File: src/rtl/pinbank_pkg.sv
package pinbank_pkg;
   localparam int NBANKS = 4;
   localparam int WINDOW = 'h200;

   typedef enum logic [3:0] {
      RK_NONE, RK_LEVEL, RK_DIR, RK_SET, RK_CLR,
      RK_RISE, RK_FALL, RK_STAT, RK_AFLO, RK_AFHI
   } reg_kind_e;

   typedef struct packed {
      reg_kind_e  kind;
      logic [1:0] bank;
      logic       in_window;
   } reg_hit_t;

   function automatic reg_kind_e kind_of(input logic [2:0] q);
      case (q)
         3'd0:    kind_of = RK_LEVEL;
         3'd1:    kind_of = RK_DIR;
         3'd2:    kind_of = RK_SET;
         3'd3:    kind_of = RK_CLR;
         3'd4:    kind_of = RK_RISE;
         3'd5:    kind_of = RK_FALL;
         3'd6:    kind_of = RK_STAT;
         default: kind_of = RK_NONE;
      endcase
   endfunction
endpackage

File: src/rtl/pinbank_decode.sv
module pinbank_decode
   import pinbank_pkg::*;
#(
   parameter int AW = 12
) (
   input  logic [AW-1:0] addr,
   output reg_hit_t      hit
);
   logic [6:0] word;
   logic [6:0] rel;

   always_comb begin
      hit           = '0;
      rel           = 7'd0;
      word          = addr[8:2];
      hit.in_window = (addr < AW'(WINDOW));
      if (hit.in_window && addr[1:0] == 2'b00) begin
         if (word < 7'd21) begin
            // banks 0..2 interleaved, three words per register kind
            hit.kind = kind_of(3'(word / 7'd3));
            hit.bank = 2'(word % 7'd3);
         end else if (word < 7'd29) begin
            rel      = word - 7'd21;
            hit.kind = rel[0] ? RK_AFHI : RK_AFLO;
            hit.bank = rel[2:1];
         end else if (word >= 7'd64 && word < 7'd85) begin
            // bank 3 mirrors bank 0 slots shifted by 0x100
            rel = word - 7'd64;
            if (rel % 7'd3 == 7'd0) begin
               hit.kind = kind_of(3'(rel / 7'd3));
               hit.bank = 2'd3;
            end
         end
      end
   end
endmodule

File: src/rtl/pinbank_slice.sv
module pinbank_slice
   import pinbank_pkg::*;
#(
   parameter int W = 32
) (
   input  logic         clk,
   input  logic         rst_n,
   input  logic         wr_en,
   input  reg_kind_e    wr_kind,
   input  logic [W-1:0] wr_data,
   input  logic [W-1:0] pin_in,
   output logic [W-1:0] out_q,
   output logic [W-1:0] dir_q,
   output logic [W-1:0] rise_q,
   output logic [W-1:0] fall_q,
   output logic [W-1:0] stat_q,
   output logic [W-1:0] setlog_q,
   output logic [W-1:0] aflo_q,
   output logic [W-1:0] afhi_q,
   output logic [W-1:0] samp_q
);
   logic [W-1:0] rise_hit, fall_hit, clr_mask;
   logic         we_set, we_clr, we_dir, we_rise, we_fall, we_stat, we_aflo, we_afhi;

   assign we_set  = wr_en && wr_kind == RK_SET;
   assign we_clr  = wr_en && wr_kind == RK_CLR;
   assign we_dir  = wr_en && wr_kind == RK_DIR;
   assign we_rise = wr_en && wr_kind == RK_RISE;
   assign we_fall = wr_en && wr_kind == RK_FALL;
   assign we_stat = wr_en && wr_kind == RK_STAT;
   assign we_aflo = wr_en && wr_kind == RK_AFLO;
   assign we_afhi = wr_en && wr_kind == RK_AFHI;

   assign rise_hit = rise_q &  pin_in & ~samp_q & ~dir_q;
   assign fall_hit = fall_q & ~pin_in &  samp_q & ~dir_q;
   assign clr_mask = we_stat ? wr_data : '0;

   always_ff @(posedge clk or negedge rst_n) begin
      if (!rst_n) begin
         out_q    <= '0;
         setlog_q <= '0;
      end else if (we_set) begin
         out_q    <= out_q | wr_data;
         setlog_q <= wr_data;
      end else if (we_clr) begin
         out_q    <= out_q & ~wr_data;
      end
   end

   always_ff @(posedge clk or negedge rst_n) begin
      if (!rst_n) begin
         dir_q  <= '0;
         rise_q <= '0;
         fall_q <= '0;
         aflo_q <= '0;
         afhi_q <= '0;
      end else begin
         if (we_dir)  dir_q  <= wr_data;
         if (we_rise) rise_q <= wr_data;
         if (we_fall) fall_q <= wr_data;
         if (we_aflo) aflo_q <= wr_data;
         if (we_afhi) afhi_q <= wr_data;
      end
   end

   always_ff @(posedge clk or negedge rst_n) begin
      if (!rst_n) begin
         stat_q <= '0;
         samp_q <= '0;
      end else begin
         stat_q <= (stat_q & ~clr_mask) | rise_hit | fall_hit;
         samp_q <= pin_in;
      end
   end

   // set bits appear in the latch, cleared bits leave it
   a_r3_set_lands: assert property (@(posedge clk) disable iff (!rst_n)
      $past(we_set) |-> ((out_q & $past(wr_data)) == $past(wr_data)));
   a_r3_clr_lands: assert property (@(posedge clk) disable iff (!rst_n)
      $past(we_clr) |-> ((out_q & $past(wr_data)) == '0));
   // no status bit newly set on a pin that was an output
   a_r6_inputs_only: assert property (@(posedge clk) disable iff (!rst_n)
      ((stat_q & ~$past(stat_q) & $past(dir_q)) == '0));
   // written ones clear unless an edge arrived in the same cycle
   a_r8_w1c: assert property (@(posedge clk) disable iff (!rst_n)
      $past(we_stat) |-> ((stat_q & $past(wr_data) & ~$past(rise_hit | fall_hit)) == '0));
endmodule

File: src/rtl/pinbank_gpio.sv
module pinbank_gpio
   import pinbank_pkg::*;
#(
   parameter int              AW           = 12,
   parameter int              DW           = 32,
   parameter int              BANK_W       = 32,
   parameter logic [DW-1:0]   CLR_READ_VAL = 'hC1EA5EED,
   localparam int             NPINS        = NBANKS * BANK_W
) (
   input  logic             clk,
   input  logic             rst_n,
   input  logic             bus_rd,
   input  logic             bus_wr,
   input  logic [AW-1:0]    bus_addr,
   input  logic [DW-1:0]    bus_wdata,
   output logic [DW-1:0]    bus_rdata,
   output logic             bus_err,
   input  logic [NPINS-1:0] pin_in,
   output logic [NPINS-1:0] pin_out,
   output logic [NPINS-1:0] pin_dir,
   output logic [NPINS-1:0] edge_stat
);
   if (AW < 10) begin : g_bad_aw
      $error("pinbank_gpio: AW must cover the 0x200 register window");
   end
   if (BANK_W != DW) begin : g_bad_w
      $error("pinbank_gpio: BANK_W must equal DW");
   end

   reg_hit_t hit;
   logic [BANK_W-1:0] out_a    [NBANKS];
   logic [BANK_W-1:0] dir_a    [NBANKS];
   logic [BANK_W-1:0] rise_a   [NBANKS];
   logic [BANK_W-1:0] fall_a   [NBANKS];
   logic [BANK_W-1:0] stat_a   [NBANKS];
   logic [BANK_W-1:0] setlog_a [NBANKS];
   logic [BANK_W-1:0] aflo_a   [NBANKS];
   logic [BANK_W-1:0] afhi_a   [NBANKS];
   logic [BANK_W-1:0] samp_a   [NBANKS];
   logic [DW-1:0]     rd_mux;
   logic [DW-1:0]     rdata_q;
   logic              err_q;
   logic              mapped_wr;

   pinbank_decode #(.AW(AW)) u_decode (
      .addr (bus_addr),
      .hit  (hit)
   );

   assign mapped_wr = bus_wr && hit.kind != RK_NONE;

   for (genvar b = 0; b < NBANKS; b++) begin : g_bank
      pinbank_slice #(.W(BANK_W)) u_slice (
         .clk      (clk),
         .rst_n    (rst_n),
         .wr_en    (mapped_wr && hit.bank == 2'(b)),
         .wr_kind  (hit.kind),
         .wr_data  (bus_wdata),
         .pin_in   (pin_in[b*BANK_W +: BANK_W]),
         .out_q    (out_a[b]),
         .dir_q    (dir_a[b]),
         .rise_q   (rise_a[b]),
         .fall_q   (fall_a[b]),
         .stat_q   (stat_a[b]),
         .setlog_q (setlog_a[b]),
         .aflo_q   (aflo_a[b]),
         .afhi_q   (afhi_a[b]),
         .samp_q   (samp_a[b])
      );
      assign pin_out[b*BANK_W +: BANK_W]   = out_a[b] & dir_a[b];
      assign pin_dir[b*BANK_W +: BANK_W]   = dir_a[b];
      assign edge_stat[b*BANK_W +: BANK_W] = stat_a[b];
   end

   always_comb begin
      case (hit.kind)
         RK_LEVEL: rd_mux = (out_a[hit.bank] & dir_a[hit.bank]) |
                            (samp_a[hit.bank] & ~dir_a[hit.bank]);
         RK_DIR:   rd_mux = dir_a[hit.bank];
         RK_SET:   rd_mux = setlog_a[hit.bank];
         RK_CLR:   rd_mux = CLR_READ_VAL;
         RK_RISE:  rd_mux = rise_a[hit.bank];
         RK_FALL:  rd_mux = fall_a[hit.bank];
         RK_STAT:  rd_mux = stat_a[hit.bank];
         RK_AFLO:  rd_mux = aflo_a[hit.bank];
         RK_AFHI:  rd_mux = afhi_a[hit.bank];
         default:  rd_mux = '0;
      endcase
   end

   always_ff @(posedge clk or negedge rst_n) begin
      if (!rst_n) begin
         rdata_q <= '0;
         err_q   <= 1'b0;
      end else begin
         if (bus_rd) rdata_q <= rd_mux;
         err_q <= (bus_rd || bus_wr) && hit.in_window && hit.kind == RK_NONE;
      end
   end

   assign bus_rdata = rdata_q;
   assign bus_err   = err_q;

   // an error pulse only ever follows an access
   a_r11_err_after_access: assert property (@(posedge clk) disable iff (!rst_n)
      bus_err |-> $past(bus_rd || bus_wr));
   // read data holds without a read strobe
   a_r12_rdata_hold: assert property (@(posedge clk) disable iff (!rst_n)
      !$past(bus_rd) |-> $stable(bus_rdata));
   // a write beyond the window leaves outputs and directions alone
   a_r10_far_write_inert: assert property (@(posedge clk) disable iff (!rst_n)
      $past(bus_wr && !hit.in_window) |-> ($stable(pin_dir) && $stable(pin_out)));
endmodule

File: config.mk
export PLATFORM = sky130hd
export DESIGN_NAME = pinbank_gpio
export DESIGN_NICKNAME = d
export VERILOG_FILES = /design/src/rtl/pinbank_pkg.sv /design/src/rtl/pinbank_decode.sv /design/src/rtl/pinbank_slice.sv /design/src/rtl/pinbank_gpio.sv
export SDC_FILE = /design/constraint.sdc
export NUM_CORES = 2
export LEC_CHECK = 0
export BUFFER_PORTS_ARGS = -buffer_cell sky130_fd_sc_hd__buf_2
export CORE_AREA = 5 5 346 348
export DETAILED_ROUTE_END_ITERATION = 10
export DIE_AREA = 0 0 351 353
export PLACE_DENSITY_LB_ADDON = 0.15
export SETUP_SLACK_MARGIN = 0.2
export SYNTH_ARGS = -nofsm -noshare
export SYNTH_HDL_FRONTEND = slang
export SYNTH_SLANG_ARGS = --single-unit
File: constraint.sdc
create_clock -name clk -period 2.5 [get_ports clk]
set_input_delay 0.125 -clock clk [delete_from_list [all_inputs] [get_ports clk]]
set_output_delay 0.125 -clock clk [all_outputs]
set_load 0.05 [all_outputs]
# --- Yosys cells after proc, flatten, opt, wreduce, memory -nomap -nowiden ---
# Cells that the tools add are included.
# W data, S select, Z words.
word_totals:
  ff_bits: 1185
  input_bits: 176
  word_cells: 245
op_classes:
  n_addsub: 2
  n_div: 4
  order_cmp: 6
  eq_ne: 24
  n_mux: 48
  n_bitwise: 70
  n_reduce_logical: 53
ops:
  columns: ["operator", "count"]
  rows:
  - ["$and A32 B32 Y32", 38]
  - ["$mux W32", 30]
  - ["$bmux W32 S2", 9]
  - ["$not A32 Y32", 18]
  - ["$or A32 B32 Y32", 13]
  - ["$pmux W32 S9", 1]
  - ["$pmux W3 S7", 2]
  - ["$logic_and A1 B1 Y1", 41]
  - ["$mux W6", 5]
  - ["$eq A3 B3 Y1 const B", 6]
  - ["$eq A4 B3 Y1 const B", 4]
  - ["$div A7 B2 Y7 const B", 2]
  - ["$lt A7 B5 Y1 const B", 2]
  - ["$mod A7 B2 Y7 const B", 2]
  - ["$eq A3 B2 Y1 const B", 4]
  - ["$lt A12 B10 Y1 const B", 1]
  - ["$eq A4 B2 Y1 const B", 2]
  - ["$eq A4 B4 Y1 const B", 2]
  - ["$reduce_bool A2 Y1", 4]
  - ["$ge A7 B7 Y1 const B", 1]
  - ["$logic_not A7 Y1", 1]
  - ["$lt A7 B7 Y1 const B", 1]
  - ["$sub A7 B7 Y7 const B", 1]
  - ["$eq A3 B1 Y1 const B", 2]
  - ["12 further kinds", 15]

# --- Logic depth before layout (Yosys ltp) ---
logic_depth:
  word_depth: 18
  ltp_mapped: 25
  depth_no_buf: 20

# --- Hierarchy ---
# A second synthesis with hierarchy kept.
unflattened:
  hier_cells: 4141
  hier_area_um2: 56238.9
by_module_without_submodules:
  columns: ["mod", "instances", "cells_each", "area_per_inst_um2", "seq_area_each_um2"]
  rows:
  - ["pinbank_slice", 4, 783, 11039.3, 7206.9]
  - ["pinbank_gpio", 1, 802, 10612.7, 825.8]
  - ["pinbank_decode", 1, 207, 1468.9, 0.0]

# --- Least setup slack after synthesis ---
# OpenSTA, ideal clock, no wires.
synth_timing:
  kind: "input to register"
  from: "input port bus_addr[6]"
  to: "register g_bank[3].u_slice.fall_q[10]"
  setup_time_ns: 0.125
  arrival_time_ns: 4.616
  required_ns: 2.375
  setup_slack_ns: -2.241
  stages: 20
  path_cell_list: "buf_4 or3b_1 buf_2 o311ai_1 a211o_1 o31ai_1 and2_1 ha_1 inv_1 or4_1 o211ai_2 nand4bb_1 buf_2 o41a_1 or3b_1 buf_2 or4_1 buf_2 buf_6 mux2_4"
synth_between:
  elab_chain_len: 13
  word_cells_on_any_way: 40
synth_rtl:
  columns: ["element", "line_no", "rtl"]
  rows:
  - ["start: declaration", "pinbank_gpio.sv:14", "input logic [AW-1:0] bus_addr,"]
  - ["$sub A7 B7 Y7", "pinbank_decode.sv:28", "rel = word - 7'd64;"]
  - ["$div A7 B2 Y7", "pinbank_decode.sv:30", "hit.kind = kind_of(3'(rel / 7'd3));"]
  - ["$eq A3 B3 Y1, or another cell as far along", "pinbank_pkg.sv:17", "case (q)"]
  - ["$pmux W3 S7", "pinbank_pkg.sv:17", null]
  - ["$mux W6", "pinbank_decode.sv:29", "if (rel % 7'd3 == 7'd0) begin"]
  - ["$mux W6", "pinbank_decode.sv:26", "end else if (word >= 7'd64 && word < 7'd85) begin"]
  - ["$mux W6", "pinbank_decode.sv:22", "end else if (word < 7'd29) begin"]
  - ["$mux W6", "pinbank_decode.sv:18", "if (word < 7'd21) begin"]
  - ["$mux W6 (*)", "pinbank_decode.sv:17", "if (hit.in_window && addr[1:0] == 2'b00) begin"]
  - ["$reduce_bool A4 Y1", "pinbank_gpio.sv:50", "assign mapped_wr = bus_wr && hit.kind != RK_NONE;"]
  - ["$logic_and A1 B1 Y1", "pinbank_gpio.sv:50", null]
  - ["$logic_and A1 B1 Y1", "pinbank_gpio.sv:56", ".wr_en (mapped_wr && hit.bank == 2'(b)),"]
  - ["$logic_and A1 B1 Y1 (*)", "pinbank_slice.sv:29", "assign we_fall = wr_en && wr_kind == RK_FALL;"]
  - ["end signal: assignment", "pinbank_slice.sv:60", "if (we_fall) fall_q <= wr_data;"]
  - ["end: declaration", "pinbank_slice.sv:15", "output logic [W-1:0] fall_q,"]
# Every way passes the cells marked *; elsewhere a longest branch is shown, timed or not.
# A chain may end at the register's enable or synchronous reset.

# --- Final worst setup path ---
layout_timing:
  from: "input port bus_addr[6]"
  to: "register g_bank[0].u_slice.aflo_q[25]"
layout_between:
  elab_chain_len: 13
  word_cells_on_any_way: 40
layout_rtl:
  columns: ["element", "line_no", "rtl"]
  rows:
  - ["$sub A7 B7 Y7", "pinbank_decode.sv:28", null]
  - ["$div A7 B2 Y7", "pinbank_decode.sv:30", null]
  - ["$eq A3 B3 Y1, or another cell as far along", "pinbank_pkg.sv:17", null]
  - ["$pmux W3 S7", "pinbank_pkg.sv:17", null]
  - ["$mux W6", "pinbank_decode.sv:29", null]
  - ["$mux W6", "pinbank_decode.sv:26", null]
  - ["$mux W6", "pinbank_decode.sv:22", null]
  - ["$mux W6", "pinbank_decode.sv:18", null]
  - ["$mux W6 (*)", "pinbank_decode.sv:17", null]
  - ["$reduce_bool A4 Y1", "pinbank_gpio.sv:50", null]
  - ["$logic_and A1 B1 Y1", "pinbank_gpio.sv:50", null]
  - ["$logic_and A1 B1 Y1", "pinbank_gpio.sv:56", null]
  - ["$logic_and A1 B1 Y1 (*)", "pinbank_slice.sv:31", "assign we_aflo = wr_en && wr_kind == RK_AFLO;"]
  - ["end signal: assignment", "pinbank_slice.sv:61", "if (we_aflo) aflo_q <= wr_data;"]
  - ["end: declaration", "pinbank_slice.sv:18", "output logic [W-1:0] aflo_q,"]
# Marked as above.

==> flow_summary.toml <==
[status]
outcome = "finished with violations"
violations = "negative setup slack"

[synth]
synth_nets = 5973
ys_warn_count = 0
synth_compound_area_share_pct = 12.4
synth_area_mm2 = 0.0576
synth-simple-area-share_pct = 16.6
async_flop_share_pct = 100
synthTopCellsByCount = "dfrtp_1 (1185), nand2_1 (896), mux2_2 (558)"
syn_avg_cell_area_um2 = 9.94
synth_edf_count = 0
synth_fa_ha_area_share_pct = 0.169
yosysTopAreaCell = "dfrtp_1"
yosys-mux-area-fraction_pct = 14.8
synth_top_area_share_pct = 51.5
yosysUniqueCellTypes = 86
yosys_register_bits = 1185
synth_cells = 5790
synth_top_flop_cell = "dfrtp_1"
synthXorXnorAreaFrac_pct = 0.120
synthTopCellsByArea = "dfrtp_1 (51%), mux2_2 (11%), nand2_1 (5.8%)"
synth_most_common_cell = "dfrtp_1"
seq_area_frac_synth_pct = 51.5
synth_top_family_by_area = "simple AND/OR/NAND/NOR gates"

[sta]
worstMarginPinSlew_ns = 0.845
fin_crit_sh_pct = 163
report.final.slew_viol_count = 0
max_freq_mhz = 245
finalHoldViolations = 0
setup_ws_ns = -1.58
period_needed_ns = 4.08
setup_viol = 1057
max_slew_margin_pct = 43.7
rsz0062_at_grt = "true"
tns_ns = -1405.54
fin_skew_ns = 0.0252

[routing]
drt_iter0_markers = 6302
post_drt_wl_per_cell_um = 28.3
drc = 0
vias = 54700
dr.pass1.iters = 6
drt-total-wl_mm = 243
vias_per_cell = 6.37
postRouteAntennaNets = 0

[layout]
fin_nets = 7153
drive_gt1_share_pct = 35.3
area_growth_pct = 36.8
fin_util_pct = 68.0

[hold_path]
hold_depth = 2
hp-class = "in -> reg"
hold_end = "g_bank[3].u_slice.samp_q[8]"
min-delay-start = "pin_in[104]"

[global_route]
antenna_found_initial = 14
grt_pass1_vias = 53700
grt_overflow = 0
grtUsageTotal_pct = 37.5
grt_max_degree = 86
grt_pass1_wl_mm = 351

[worst_setup_path]
crit_arrival_ns = 4.71
rr_endpoint = "bus_rdata[12]"
r2r_slack_ns = 0.71
path_max_fanout = 20
crit_type = "in -> reg"
reg2reg_from = "g_bank[0].u_slice.dir_q[12]"
crit_path_start_kind = "input port"
cp.required_ns = 3.12
r2r_cells = 6
end_kind = "register"

[placement]
dp_hpwl_mm = 152
io_buffers = 592
gp_congestion = 0.912

[power_and_ir_drop]
vdd.ir_drop.worst_mv = 0.630
finalPower_mw = 43.4
p_leak_nw = 38.2
powerDensity_mw_per_mm2 = 551

[floorplanning]
io_pins = 593
initial_core_util_pct = 49.7
die_area_mm2 = 0.124
row_count = 125
die_w_um = 351
dieHeight_um = 353
core_mm2 = 0.116

[clock_tree]
cts_buffer_depth = 3
numClockSinks = 1185
htree_levels = 4
numCtsBuffers = 134
clock_latency_ns = 0.76
cts_tree = "built"
root_buffer = "clkbuf_16"
clk_pin_slew_ns = 0.06

[job]
maxCapViolCount = 0
worst max-delay path, stage by stage:
cell,delay (ns)
buf_12,0.12
xnor2_4,0.14
a211o_1,0.34
a22o_1,0.26
o31ai_4,0.26
and2_4,0.19
ha_4,0.14
inv_4,0.04
or4_4,0.51
o211ai_2,0.09
nand4bb_1,0.15
buf_6,0.17
buf_4,0.13
o31ai_4,0.28
nand2_2,0.13
nand4_4,0.14
buf_6,0.13
nand4_1,0.11
buf_6,0.17
buf_6,0.12
nor3_4,0.26
buf_12,0.26
mux2_2,0.37
cell families (layout without fill, tap and decap cells):
family,Yosys count,count (layout)
AND/OR/NAND/NOR,2034,2034
multiplexers,759,759
flip-flops,1185,1185
other,0,8
buffers and inverters,609,1887
AO/OA/AOI/OAI,1188,1188
XOR/XNOR,7,7
adder cells (fa/ha/maj),8,8
through the flow:
step	hold slack (ns)	setup slack [ns]	instances	instance area, um^2
global placement	0.163	-2.53	7988	66700
detailed placement	0.170	-2.52	7988	66700
finish	0.0370	-1.58	8600	78800
CTS	0.00733	-1.41	8542	76900
floorplan	-0.171	-1.92	5790	57800
global route	0.0278	-1.68	8597	78800
routing by layer:
metal / GRT usage [%] / share of wire [%] / vias to the layer above
li1: - / - / 23100
met1: 51.1 / 39 / 27500
met2: 56.8 / 44 / 3423
met3: 9.48 / 11 / 723
met4: 16.9 / 5.3 / 2
met5: 0.471 / 0.0053 / -
placed cells by master, fill, tap and decap left out, drive strengths merged, types with 4 or more instances in the layout:
cell | netlist | layout
a2111oi | 18 | 18
a211o | 10 | 10
a211oi | 64 | 64
a21oi | 18 | 18
a221oi | 6 | 6
a31oi | 504 | 504
and2 | 135 | 135
and3 | 243 | 243
buf | 199 | 1324
bufbuf | 0 | 8
bufinv | 0 | 9
clkbuf | 272 | 208
clkinv | 1 | 23
clkinvlp | 0 | 5
dfrtp | 1185 | 1185
diode | 0 | 8
dlygate4sd3 | 0 | 167
ha | 7 | 7
inv | 137 | 143
mux2 | 660 | 660
mux2i | 99 | 99
nand2 | 896 | 896
nand2b | 7 | 7
nand3 | 456 | 456
nand3b | 7 | 7
nand4 | 9 | 9
nor2 | 192 | 192
nor3 | 18 | 18
nor4 | 32 | 32
nor4b | 4 | 4
o211ai | 46 | 46
o21ai | 485 | 485
o22ai | 5 | 5
o31ai | 5 | 5
or2 | 7 | 7
or3 | 6 | 6
or3b | 5 | 5
or4 | 4 | 4
xor2 | 4 | 4
layout make-up:
cell class              count  area (um^2)
diodes                      8         20.0
repair buffers           1515        14200
clock buffers             192         4010
clock inverters            42          526
flip-flops and latches   1185        29700
fillers                  8643        37100
well taps                1524         1910
inverters                 138          522
multi-input cells        3996        27900
report_power, final:
part	switching, mW	internal [mW]	total [mW]	leakage [nW]
Combinational	2.13	1.14	3.27	20.0
Clock	8.38	12.1	20.5	2.23
Sequential	0.210	19.4	19.6	15.9
what timing repair did:
item | in CTS | in global routing
gates resized for setup | 478 | 251
hold endpoints to repair | 2006 | 0
hold buffers | 167 | 0
gates cloned | 40 | 16
setup endpoints to repair | 1057 | 1057
buffers inserted | 113 | 34
pin swaps | 122 | 68
worst max-delay path by stage:
stage	from	endpoint	slack [ns]	depth (start not counted)
5_1_grt	bus_addr[6]	g_bank[0].u_slice.aflo_q[25]	-1.68	23
2_1_floorplan	bus_addr[6]	g_bank[3].u_slice.fall_q[10]	-1.92	21
4_1_cts	bus_addr[3]	bus_rdata[14]	-1.41	24
6_report	bus_addr[6]	g_bank[0].u_slice.aflo_q[25]	-1.58	23
3_3_place_gp	bus_addr[6]	bus_rdata[14]	-2.53	21
3_5_place_dp	bus_addr[5]	bus_rdata[14]	-2.52	22
No activity file was read; power rests on OpenSTA's default activity.
